==> src/rtl/ide_sg_dma_pkg.sv <==
package ide_sg_dma_pkg;

  localparam int WORD_W     = 32;
  localparam int WORD_BYTES = WORD_W / 8;
  localparam int DESC_WORDS = 4;
  localparam int DESC_BYTES = DESC_WORDS * WORD_BYTES;
  localparam int LEN_W      = 17;

  // register word indices
  localparam logic [3:0] IDX_TIMING  = 4'd0;
  localparam logic [3:0] IDX_TBL_LO  = 4'd1;
  localparam logic [3:0] IDX_TBL_HI  = 4'd2;
  localparam logic [3:0] IDX_CUR     = 4'd3;
  localparam logic [3:0] IDX_ADR_HI  = 4'd4;
  localparam logic [3:0] IDX_CNT_DEV = 4'd5;
  localparam logic [3:0] IDX_CNT_MEM = 4'd6;
  localparam logic [3:0] IDX_CTRL    = 4'd7;
  localparam logic [3:0] IDX_DONE    = 4'd8;

  // control/status bit positions
  localparam int CB_START  = 0;
  localparam int CB_STOP   = 1;
  localparam int CB_DIR    = 2;
  localparam int CB_ACTIVE = 3;
  localparam int CB_ERR    = 4;

  // descriptor words that carry fields
  localparam logic [1:0] W_ADDR = 2'd1;
  localparam logic [1:0] W_LEN  = 2'd3;

  typedef enum logic [2:0] {
    S_IDLE,
    S_FETCH,
    S_BEAT,
    S_GET,
    S_PUT,
    S_DONE
  } eng_state_e;

endpackage

==> src/rtl/idedma_desc_unpack.sv <==
module idedma_desc_unpack
  import ide_sg_dma_pkg::*;
(
  input  logic [WORD_W-1:0] raw_word,
  output logic [WORD_W-1:0] host_word,
  output logic [LEN_W-1:0]  len_bytes,
  output logic              last_flag
);

  // table words are stored big-endian: reverse byte lanes
  for (genvar b = 0; b < WORD_BYTES; b++) begin : g_swap
    assign host_word[8*b +: 8] = raw_word[8*(WORD_BYTES-1-b) +: 8];
  end

  assign last_flag = host_word[WORD_W-1];

  // zero length encodes the full 64 KiB window; sub-word bits dropped
  assign len_bytes = (host_word[15:0] == 16'h0000) ? LEN_W'(17'h10000)
                                                   : {1'b0, host_word[15:2], 2'b00};

endmodule

==> src/rtl/idedma_regfile.sv <==
module idedma_regfile
  import ide_sg_dma_pkg::*;
#(
  parameter int CNT_W = 32
) (
  input  logic              clk,
  input  logic              rst_n,
  input  logic              reg_wr,
  input  logic [3:0]        reg_idx,
  input  logic [WORD_W-1:0] reg_wdata,
  output logic [WORD_W-1:0] reg_rdata,
  input  logic              active,
  input  logic              stop_pend,
  input  logic              err_flag,
  input  logic [WORD_W-1:0] cur_addr,
  input  logic [CNT_W-1:0]  cnt_dev,
  input  logic [CNT_W-1:0]  cnt_mem,
  output logic              start_req,
  output logic              stop_req,
  output logic              err_clr,
  output logic              dir_cfg,
  output logic [WORD_W-1:0] tbl_ptr,
  output logic [WORD_W-1:0] done_addr
);

  logic [WORD_W-1:0] timing_q, tbl_lo_q, tbl_hi_q, adr_hi_q, done_q;
  logic              dir_q;
  logic              cfg_en;
  logic              wr_timing, wr_tbl_lo, wr_tbl_hi, wr_adr_hi, wr_done, wr_ctrl;
  logic [WORD_W-1:0] ctrl_rd;

  assign cfg_en    = reg_wr && !active;
  assign wr_timing = cfg_en && (reg_idx == IDX_TIMING);
  assign wr_tbl_lo = cfg_en && (reg_idx == IDX_TBL_LO);
  assign wr_tbl_hi = cfg_en && (reg_idx == IDX_TBL_HI);
  assign wr_adr_hi = cfg_en && (reg_idx == IDX_ADR_HI);
  assign wr_done   = cfg_en && (reg_idx == IDX_DONE);
  assign wr_ctrl   = reg_wr && (reg_idx == IDX_CTRL);

  assign start_req = wr_ctrl && reg_wdata[CB_START] && !active;
  assign stop_req  = wr_ctrl && reg_wdata[CB_STOP];
  assign err_clr   = wr_ctrl;

  always_ff @(posedge clk or negedge rst_n) begin
    if (!rst_n) begin
      timing_q <= '0;
      tbl_lo_q <= '0;
      tbl_hi_q <= '0;
      adr_hi_q <= '0;
      done_q   <= '0;
      dir_q    <= 1'b0;
    end else begin
      if (wr_timing) timing_q <= reg_wdata;
      if (wr_tbl_lo) tbl_lo_q <= reg_wdata;
      if (wr_tbl_hi) tbl_hi_q <= reg_wdata;
      if (wr_adr_hi) adr_hi_q <= reg_wdata;
      if (wr_done)   done_q   <= reg_wdata;
      if (wr_ctrl && !active) dir_q <= reg_wdata[CB_DIR];
    end
  end

  assign dir_cfg   = dir_q;
  assign tbl_ptr   = tbl_lo_q;
  assign done_addr = done_q;

  always_comb begin
    ctrl_rd            = '0;
    ctrl_rd[CB_STOP]   = stop_pend;
    ctrl_rd[CB_DIR]    = dir_q;
    ctrl_rd[CB_ACTIVE] = active;
    ctrl_rd[CB_ERR]    = err_flag;
  end

  always_comb begin
    unique case (reg_idx)
      IDX_TIMING:  reg_rdata = timing_q;
      IDX_TBL_LO:  reg_rdata = tbl_lo_q;
      IDX_TBL_HI:  reg_rdata = tbl_hi_q;
      IDX_CUR:     reg_rdata = cur_addr;
      IDX_ADR_HI:  reg_rdata = adr_hi_q;
      IDX_CNT_DEV: reg_rdata = WORD_W'(cnt_dev);
      IDX_CNT_MEM: reg_rdata = WORD_W'(cnt_mem);
      IDX_CTRL:    reg_rdata = ctrl_rd;
      IDX_DONE:    reg_rdata = done_q;
      default:     reg_rdata = '0;
    endcase
  end

endmodule

==> src/rtl/idedma_engine.sv <==
module idedma_engine
  import ide_sg_dma_pkg::*;
#(
  parameter int LINE_BYTES = 128,
  parameter int CNT_W      = 32
) (
  input  logic              clk,
  input  logic              rst_n,
  input  logic              start_req,
  input  logic              stop_req,
  input  logic              err_clr,
  input  logic              dir_cfg,
  input  logic [WORD_W-1:0] tbl_ptr,
  input  logic [WORD_W-1:0] done_addr,
  input  logic [WORD_W-1:0] desc_word,
  input  logic [LEN_W-1:0]  desc_len,
  input  logic              desc_last,
  output logic              active,
  output logic              stop_pend,
  output logic              err_flag,
  output logic [WORD_W-1:0] cur_addr,
  output logic [CNT_W-1:0]  cnt_dev,
  output logic [CNT_W-1:0]  cnt_mem,
  output logic              mem_req,
  output logic              mem_we,
  output logic [WORD_W-1:0] mem_addr,
  output logic [WORD_W-1:0] mem_wdata,
  input  logic              mem_gnt,
  input  logic              mem_err,
  input  logic [WORD_W-1:0] mem_rdata,
  input  logic              dev_in_valid,
  input  logic [WORD_W-1:0] dev_in_data,
  output logic              dev_in_ready,
  output logic              dev_out_valid,
  output logic [WORD_W-1:0] dev_out_data,
  input  logic              dev_out_ready
);

  localparam int LINE_WORDS = LINE_BYTES / WORD_BYTES;
  localparam int LINE_IW    = (LINE_WORDS > 1) ? $clog2(LINE_WORDS) : 1;
  localparam logic [LINE_IW-1:0] LINE_LAST = LINE_IW'(LINE_WORDS - 1);

  eng_state_e         state_q, state_d;
  logic [1:0]         wsel_q, wsel_d;
  logic [WORD_W-1:0]  dptr_q, dptr_d;
  logic [WORD_W-1:0]  addr_q, addr_d;
  logic [LEN_W-1:0]   remain_q, remain_d;
  logic               eol_q, eol_d;
  logic [WORD_W-1:0]  hold_q, hold_d;
  logic [CNT_W-1:0]   bcd_q, bcd_d, bcm_q, bcm_d;
  logic [LINE_IW-1:0] line_q, line_d;
  logic               dir_q, dir_d;
  logic               err_q, err_d;
  logic               stop_q, stop_d;

  always_comb begin
    state_d  = state_q;
    wsel_d   = wsel_q;
    dptr_d   = dptr_q;
    addr_d   = addr_q;
    remain_d = remain_q;
    eol_d    = eol_q;
    hold_d   = hold_q;
    bcd_d    = bcd_q;
    bcm_d    = bcm_q;
    line_d   = line_q;
    dir_d    = dir_q;
    err_d    = err_q;
    stop_d   = stop_q;

    mem_req       = 1'b0;
    mem_we        = 1'b0;
    mem_addr      = '0;
    mem_wdata     = '0;
    dev_in_ready  = 1'b0;
    dev_out_valid = 1'b0;

    if (err_clr) err_d = 1'b0;
    if (stop_req && (state_q != S_IDLE)) stop_d = 1'b1;

    unique case (state_q)
      S_IDLE: begin
        if (start_req) begin
          state_d  = S_FETCH;
          wsel_d   = 2'd0;
          dptr_d   = tbl_ptr;
          remain_d = '0;
          eol_d    = 1'b0;
          bcd_d    = '0;
          bcm_d    = '0;
          dir_d    = dir_cfg;
        end
      end

      S_FETCH: begin
        mem_req  = 1'b1;
        mem_addr = dptr_q + WORD_W'({wsel_q, 2'b00});
        if (mem_gnt) begin
          if (mem_err) begin
            err_d   = 1'b1;
            state_d = S_IDLE;
          end else begin
            wsel_d = wsel_q + 2'd1;
            if (wsel_q == W_ADDR) addr_d = desc_word;
            if (wsel_q == W_LEN) begin
              remain_d = desc_len;
              eol_d    = desc_last;
              dptr_d   = dptr_q + WORD_W'(DESC_BYTES);
              state_d  = S_BEAT;
            end
          end
        end
      end

      S_BEAT: begin
        if (stop_q) begin
          state_d = S_DONE;
          line_d  = '0;
        end else if (remain_q == '0) begin
          if (eol_q) begin
            state_d = S_DONE;
            line_d  = '0;
          end else begin
            state_d = S_FETCH;
            wsel_d  = 2'd0;
          end
        end else begin
          state_d = S_GET;
        end
      end

      S_GET: begin
        if (dir_q) begin
          if (stop_q) begin
            state_d = S_DONE;
            line_d  = '0;
          end else begin
            dev_in_ready = 1'b1;
            if (dev_in_valid) begin
              hold_d  = dev_in_data;
              bcd_d   = bcd_q + CNT_W'(WORD_BYTES);
              state_d = S_PUT;
            end
          end
        end else begin
          mem_req  = 1'b1;
          mem_addr = addr_q;
          if (mem_gnt) begin
            if (mem_err) begin
              err_d   = 1'b1;
              state_d = S_IDLE;
            end else begin
              hold_d  = mem_rdata;
              bcm_d   = bcm_q + CNT_W'(WORD_BYTES);
              state_d = S_PUT;
            end
          end
        end
      end

      S_PUT: begin
        if (dir_q) begin
          mem_req   = 1'b1;
          mem_we    = 1'b1;
          mem_addr  = addr_q;
          mem_wdata = hold_q;
          if (mem_gnt) begin
            if (mem_err) begin
              err_d   = 1'b1;
              state_d = S_IDLE;
            end else begin
              bcm_d    = bcm_q + CNT_W'(WORD_BYTES);
              addr_d   = addr_q + WORD_W'(WORD_BYTES);
              remain_d = remain_q - LEN_W'(WORD_BYTES);
              state_d  = S_BEAT;
            end
          end
        end else begin
          dev_out_valid = 1'b1;
          if (dev_out_ready) begin
            bcd_d    = bcd_q + CNT_W'(WORD_BYTES);
            addr_d   = addr_q + WORD_W'(WORD_BYTES);
            remain_d = remain_q - LEN_W'(WORD_BYTES);
            state_d  = S_BEAT;
          end
        end
      end

      S_DONE: begin
        mem_req   = 1'b1;
        mem_we    = 1'b1;
        mem_addr  = done_addr + WORD_W'({line_q, 2'b00});
        mem_wdata = '1;
        if (mem_gnt) begin
          if (mem_err) begin
            err_d   = 1'b1;
            state_d = S_IDLE;
          end else if (line_q == LINE_LAST) begin
            state_d = S_IDLE;
          end else begin
            line_d = line_q + LINE_IW'(1);
          end
        end
      end

      default: state_d = S_IDLE;
    endcase

    if (state_d == S_IDLE) stop_d = 1'b0;
  end

  always_ff @(posedge clk or negedge rst_n) begin
    if (!rst_n) begin
      state_q  <= S_IDLE;
      wsel_q   <= '0;
      dptr_q   <= '0;
      addr_q   <= '0;
      remain_q <= '0;
      eol_q    <= 1'b0;
      hold_q   <= '0;
      bcd_q    <= '0;
      bcm_q    <= '0;
      line_q   <= '0;
      dir_q    <= 1'b0;
      err_q    <= 1'b0;
      stop_q   <= 1'b0;
    end else begin
      state_q  <= state_d;
      wsel_q   <= wsel_d;
      dptr_q   <= dptr_d;
      addr_q   <= addr_d;
      remain_q <= remain_d;
      eol_q    <= eol_d;
      hold_q   <= hold_d;
      bcd_q    <= bcd_d;
      bcm_q    <= bcm_d;
      line_q   <= line_d;
      dir_q    <= dir_d;
      err_q    <= err_d;
      stop_q   <= stop_d;
    end
  end

  assign active       = (state_q != S_IDLE);
  assign stop_pend    = stop_q;
  assign err_flag     = err_q;
  assign cur_addr     = addr_q;
  assign cnt_dev      = bcd_q;
  assign cnt_mem      = bcm_q;
  assign dev_out_data = hold_q;

endmodule

==> src/rtl/ide_sg_dma.sv <==
module ide_sg_dma
  import ide_sg_dma_pkg::*;
#(
  parameter int LINE_BYTES = 128,
  parameter int CNT_W      = 32
) (
  input  logic        clk,
  input  logic        rst_n,
  input  logic        reg_wr,
  input  logic [3:0]  reg_idx,
  input  logic [31:0] reg_wdata,
  output logic [31:0] reg_rdata,
  output logic        mem_req,
  output logic        mem_we,
  output logic [31:0] mem_addr,
  output logic [31:0] mem_wdata,
  input  logic        mem_gnt,
  input  logic        mem_err,
  input  logic [31:0] mem_rdata,
  input  logic        dev_in_valid,
  input  logic [31:0] dev_in_data,
  output logic        dev_in_ready,
  output logic        dev_out_valid,
  output logic [31:0] dev_out_data,
  input  logic        dev_out_ready
);

  logic              eng_active, eng_stop, eng_err;
  logic              start_req, stop_req, err_clr, dir_cfg;
  logic [WORD_W-1:0] tbl_ptr, done_addr, cur_addr;
  logic [CNT_W-1:0]  cnt_dev, cnt_mem;
  logic [WORD_W-1:0] desc_word;
  logic [LEN_W-1:0]  desc_len;
  logic              desc_last;

  idedma_regfile #(.CNT_W(CNT_W)) regs_i (
    .clk       (clk),
    .rst_n     (rst_n),
    .reg_wr    (reg_wr),
    .reg_idx   (reg_idx),
    .reg_wdata (reg_wdata),
    .reg_rdata (reg_rdata),
    .active    (eng_active),
    .stop_pend (eng_stop),
    .err_flag  (eng_err),
    .cur_addr  (cur_addr),
    .cnt_dev   (cnt_dev),
    .cnt_mem   (cnt_mem),
    .start_req (start_req),
    .stop_req  (stop_req),
    .err_clr   (err_clr),
    .dir_cfg   (dir_cfg),
    .tbl_ptr   (tbl_ptr),
    .done_addr (done_addr)
  );

  idedma_desc_unpack unpack_i (
    .raw_word  (mem_rdata),
    .host_word (desc_word),
    .len_bytes (desc_len),
    .last_flag (desc_last)
  );

  idedma_engine #(.LINE_BYTES(LINE_BYTES), .CNT_W(CNT_W)) eng_i (
    .clk           (clk),
    .rst_n         (rst_n),
    .start_req     (start_req),
    .stop_req      (stop_req),
    .err_clr       (err_clr),
    .dir_cfg       (dir_cfg),
    .tbl_ptr       (tbl_ptr),
    .done_addr     (done_addr),
    .desc_word     (desc_word),
    .desc_len      (desc_len),
    .desc_last     (desc_last),
    .active        (eng_active),
    .stop_pend     (eng_stop),
    .err_flag      (eng_err),
    .cur_addr      (cur_addr),
    .cnt_dev       (cnt_dev),
    .cnt_mem       (cnt_mem),
    .mem_req       (mem_req),
    .mem_we        (mem_we),
    .mem_addr      (mem_addr),
    .mem_wdata     (mem_wdata),
    .mem_gnt       (mem_gnt),
    .mem_err       (mem_err),
    .mem_rdata     (mem_rdata),
    .dev_in_valid  (dev_in_valid),
    .dev_in_data   (dev_in_data),
    .dev_in_ready  (dev_in_ready),
    .dev_out_valid (dev_out_valid),
    .dev_out_data  (dev_out_data),
    .dev_out_ready (dev_out_ready)
  );

endmodule

==> config.mk <==
export PLATFORM = sky130hd
export DESIGN_NAME = ide_sg_dma
export DESIGN_NICKNAME = d
export VERILOG_FILES = /design/src/rtl/ide_sg_dma_pkg.sv /design/src/rtl/idedma_desc_unpack.sv /design/src/rtl/idedma_regfile.sv /design/src/rtl/idedma_engine.sv /design/src/rtl/ide_sg_dma.sv
export SDC_FILE = /design/constraint.sdc
export NUM_CORES = 1
export LEC_CHECK = 0
export BUFFER_PORTS_ARGS = -buffer_cell sky130_fd_sc_hd__buf_2
export CAP_MARGIN = 20
export CORE_ASPECT_RATIO = 1.5
export CORE_MARGIN = 2
export CORE_UTILIZATION = 52
export CTS_CLUSTER_SIZE = 30
export DETAILED_ROUTE_END_ITERATION = 12
export PLACE_DENSITY = 0.77
export SLEW_MARGIN = 20
export SYNTH_ARGS = -nofsm -noshare
export SYNTH_HDL_FRONTEND = slang
export SYNTH_HIERARCHICAL = 1
export SYNTH_SLANG_ARGS = --single-unit
==> constraint.sdc <==
create_clock -name clk -period 4.8 [get_ports clk]
set_clock_uncertainty 0.2 [all_clocks]
set_input_delay 0.72 -clock clk [delete_from_list [all_inputs] [get_ports clk]]
set_output_delay 0.72 -clock clk [all_outputs]
set_load 0.1 [all_outputs]
==> impl_metrics.toml <==
[routing]
vias_per_cell = 6.61
dr_wl_met2_um = 36900
ant_nets = 0
first_iter_violations = 2040
drt-met1-wl_um = 26900
highest_layer = "met5"
wl_met3_um = 5860
routed_wl_um = 76100
dr.pass1.iters = 6
drt-wirelength-per-cell_um = 26.4
via_count = 19000
drc_errors = 0

[grt]
grt_remaining_overflow = 0
grt_pass1_wl_um = 113000
grt_max_degree = 108
grt_pass1_vias = 18500
antenna_found_initial = 3
track_usage_pct = 35.3

[place]
place_congestion = 0.990
placedCellCount = 2811
port-buffer-count = 238
placed_area_um2 = 22500
dp.final_hpwl_um = 57300

[cts]
cts_max_path_buffers = 3
cts_hold_buf = 0
post-cts-setup-buffers = 0
cts_tree = "yes"
h-tree-depth = 2
cts_buffers = 37
clkTransAtPathRegs_ns = 0.06
cts.sinks = 348
clk_latency_ns = 0.55
ctsRootBufferMaster = "clkbuf_16"
post_cts_resized = 0

[setup_path]
cp-end-kind = "primary output"
startpoint_type = "register"
critical_path_arrival_ns = 3.66
cp_max_fo = 5
critical_path_class = "reg2out"
worst_ep_required_time_ns = 3.88

[min_path]
hp-class = "in2async"

[pwr]
power_leakage_nw = 10.6
power.density_nw_per_um2 = 512
ir_worst_vdd_mv = 0.298
p_total_mw = 12.2

[floorplanning]
rows = 90
coreArea_um2 = 40100
dieArea_um2 = 42100
die_y_um = 250
start_util_pct = 52.5
ios = 239
die_w_um = 168

[synthesis]
synth_xor_area_share_pct = 3.91
synth_cell_types = 92
syn_inst = 2206
ys_seq_area_share_pct = 41.4
synth-edff-count = 0
synth_compound_area_share_pct = 18.0
syn-cell-area_um2 = 21000
synth-main-ff-cell = "dfrtp_1"
muxShareOfSynthArea_pct = 13.9
avgSynthCellArea_um2 = 9.54
synthSimpleGateAreaFrac_pct = 15.9
synth_seq_cells = 348
synth_top_family_by_area = "compound AO/OA/AOI/OAI gates"
yosys.area_share.adder_pct = 1.20
async_flop_share_pct = 100
ys.warnings.count = 6

[run_status]
status = "finished, final reports clean"

[finish]
fin_area_um2 = 23800
layout-drive-gt1-share_pct = 23.6
syn_to_final_growth_pct = 13.2
final_cell_count_no_fill = 2879
fin_nets = 2470

[sta]
period_share_pct = 95.5
fin_hold_ws_ns = 0.000316
setup_viol = 0
tightest_slew_ns = 0.979
max_freq_mhz = 218
period_needed_ns = 4.58
slew_headroom_pct = 34.5
rsz0062_at_grt = "no"
setup-tns-final_ns = 0
drv_slew = 0
hold_violations = 0

[job]
cap_violations = 0
## critical path, cell delays in order (launching register included)
cell and delay [ns]:
dfrtp_1 0.40, ha_1 0.20, inv_1 0.06, fa_1 0.39, nand2b_1 0.19, a21oi_1 0.41, nor2_1 0.24, nor4_1 0.43
xnor2_1 0.11, o221ai_1 0.20, buf_2 0.47
## path summary, 6_finish.rpt
kind / start / to / slack, ns / cells past startpoint
max: eng_i/line_q[0] / mem_addr[24] / 0.22 / 10
min: rst_n / eng_i/dev_out_data[0] / 0.0003 / 1
max reg2reg: eng_i/state_q[0] / eng_i/cnt_mem[19] / 1.09 / 12
min reg2reg: eng_i/remain_q[0] / eng_i/remain_q[0] / 0.28 / 2
max in group asynchronous: rst_n / eng_i/dptr_q[25] / 3.31 / 2
min in group clk: mem_rdata[7] / eng_i/eol_q / 0.26 / 3
## final cells by class
class	count	area, um2
Timing Repair Buffer	294	1800
Tap cell	506	633
Clock inverter	21	349
Antenna cell	2	5.00
Clock buffer	45	986
Multi-Input combinational cell	1632	11200
Fill cell	3466	16300
Inverter	31	116
Sequential cell	348	8710
## cells in the mapped netlist (all sizes together), types with 4 or more instances
cell       n  area, um2
nor3      36        200
nor4b      5       58.8
buf      119        771
and2       8       50.1
ha        17        213
o2bb2ai    4       35.0
nor4      17        134
or3b       4       35.0
a221o      6       60.1
nor2b     17        106
mux2i     87        871
nor2     165        641
a22oi     49        368
o22ai     41        257
dfrtp    348       8710
o211ai     5       37.5
nor3b      6       50.1
a211oi     6       67.6
inv       31        116
xor2      52        455
o221ai    11       96.3
nand3     89        445
or2        4       25.0
o21ai    169        850
mux2     172       2050
nand2b    16        100
o22a       8       70.1
clkbuf    80        300
nand2    177        682
xnor2     42        368
and3      31        194
a32oi     11       96.3
a221oi    16        146
o32ai      5       43.8
a2bb2oi    8       70.1
and4      15        131
or3       14       92.6
a21oi    146        738
a22o      24        210
nand4     43        269
o21a      38        285
a31oi     16        100
## power breakdown
part / switching [mW] / leakage (nW) / internal (mW) / total, mW
registers: 1.20 / 4.48 / 3.76 / 4.95
logic: 2.55 / 5.51 / 1.47 / 4.02
clock network: 1.27 / 0.648 / 1.96 / 3.22
total: 5.02 / 10.6 / 7.18 / 12.2
## layer usage
metal | vias up | GRT usage, %
met3 | 313 | 5.85
met1 | 9252 | 39.8
li1 | 8328 | -
met5 | - | 0
met4 | 2 | 26.0
met2 | 1123 | 60.1
## kinds of logic after synthesis
group	after synthesis
other	2
buffers and inverters	230
adder cells (fa/ha/maj)	19
flip-flops	348
multiplexers	259
XOR/XNOR	94
AO/OA/AOI/OAI	593
AND/OR/NAND/NOR	661
## cell usage in the layout (no fill, tap or decap), types with 13 or more instances in the layout
cell | Yosys | layout
dfrtp_1 | 348 | 347
buf_2 | 49 | 229
nand2_1 | 174 | 174
nor2_1 | 162 | 162
o21ai_0 | 160 | 158
a21oi_1 | 144 | 144
mux2_2 | 135 | 135
nand3_1 | 89 | 89
mux2i_1 | 87 | 87
xor2_1 | 52 | 52
buf_4 | 48 | 51
a22oi_1 | 49 | 49
nand4_1 | 43 | 43
xnor2_1 | 42 | 42
o22ai_1 | 41 | 41
o21a_1 | 38 | 38
clkbuf_16 | 0 | 37
nor3_1 | 32 | 32
inv_1 | 31 | 31
and3_1 | 31 | 31
mux2_4 | 30 | 30
a22o_1 | 24 | 24
ha_1 | 17 | 17
nand2b_1 | 16 | 16
nor2b_1 | 17 | 16
a31oi_1 | 16 | 16
and4_1 | 15 | 15
nor4_1 | 14 | 14
a221oi_1 | 15 | 14
or3_1 | 13 | 13
buf_12 | 0 | 13
## flip-flops by register name, summed over array words and instances (netlist names), 2 cells and up
name	flops
eng_i/state_q	3
eng_i/line_q	5
regs_i/adr_hi_q	32
eng_i/remain_q	17
eng_i/cnt_dev	30
eng_i/dptr_q	32
eng_i/cur_addr	32
eng_i/dev_out_data	32
regs_i/tbl_hi_q	32
regs_i/tbl_ptr	32
regs_i/timing_q	32
regs_i/done_addr	32
eng_i/wsel_q	2
eng_i/cnt_mem	30
## stage by stage
stage               worst slack [ns]  util (%)
finish                         0.216      59.4
detailed placement             0.698      56.1
CTS                            0.248      59.4
global route                  0.0765      59.4
global placement               0.723      56.1
floorplan                    0.00483         -
No activity file was read; power rests on OpenSTA's default activity.
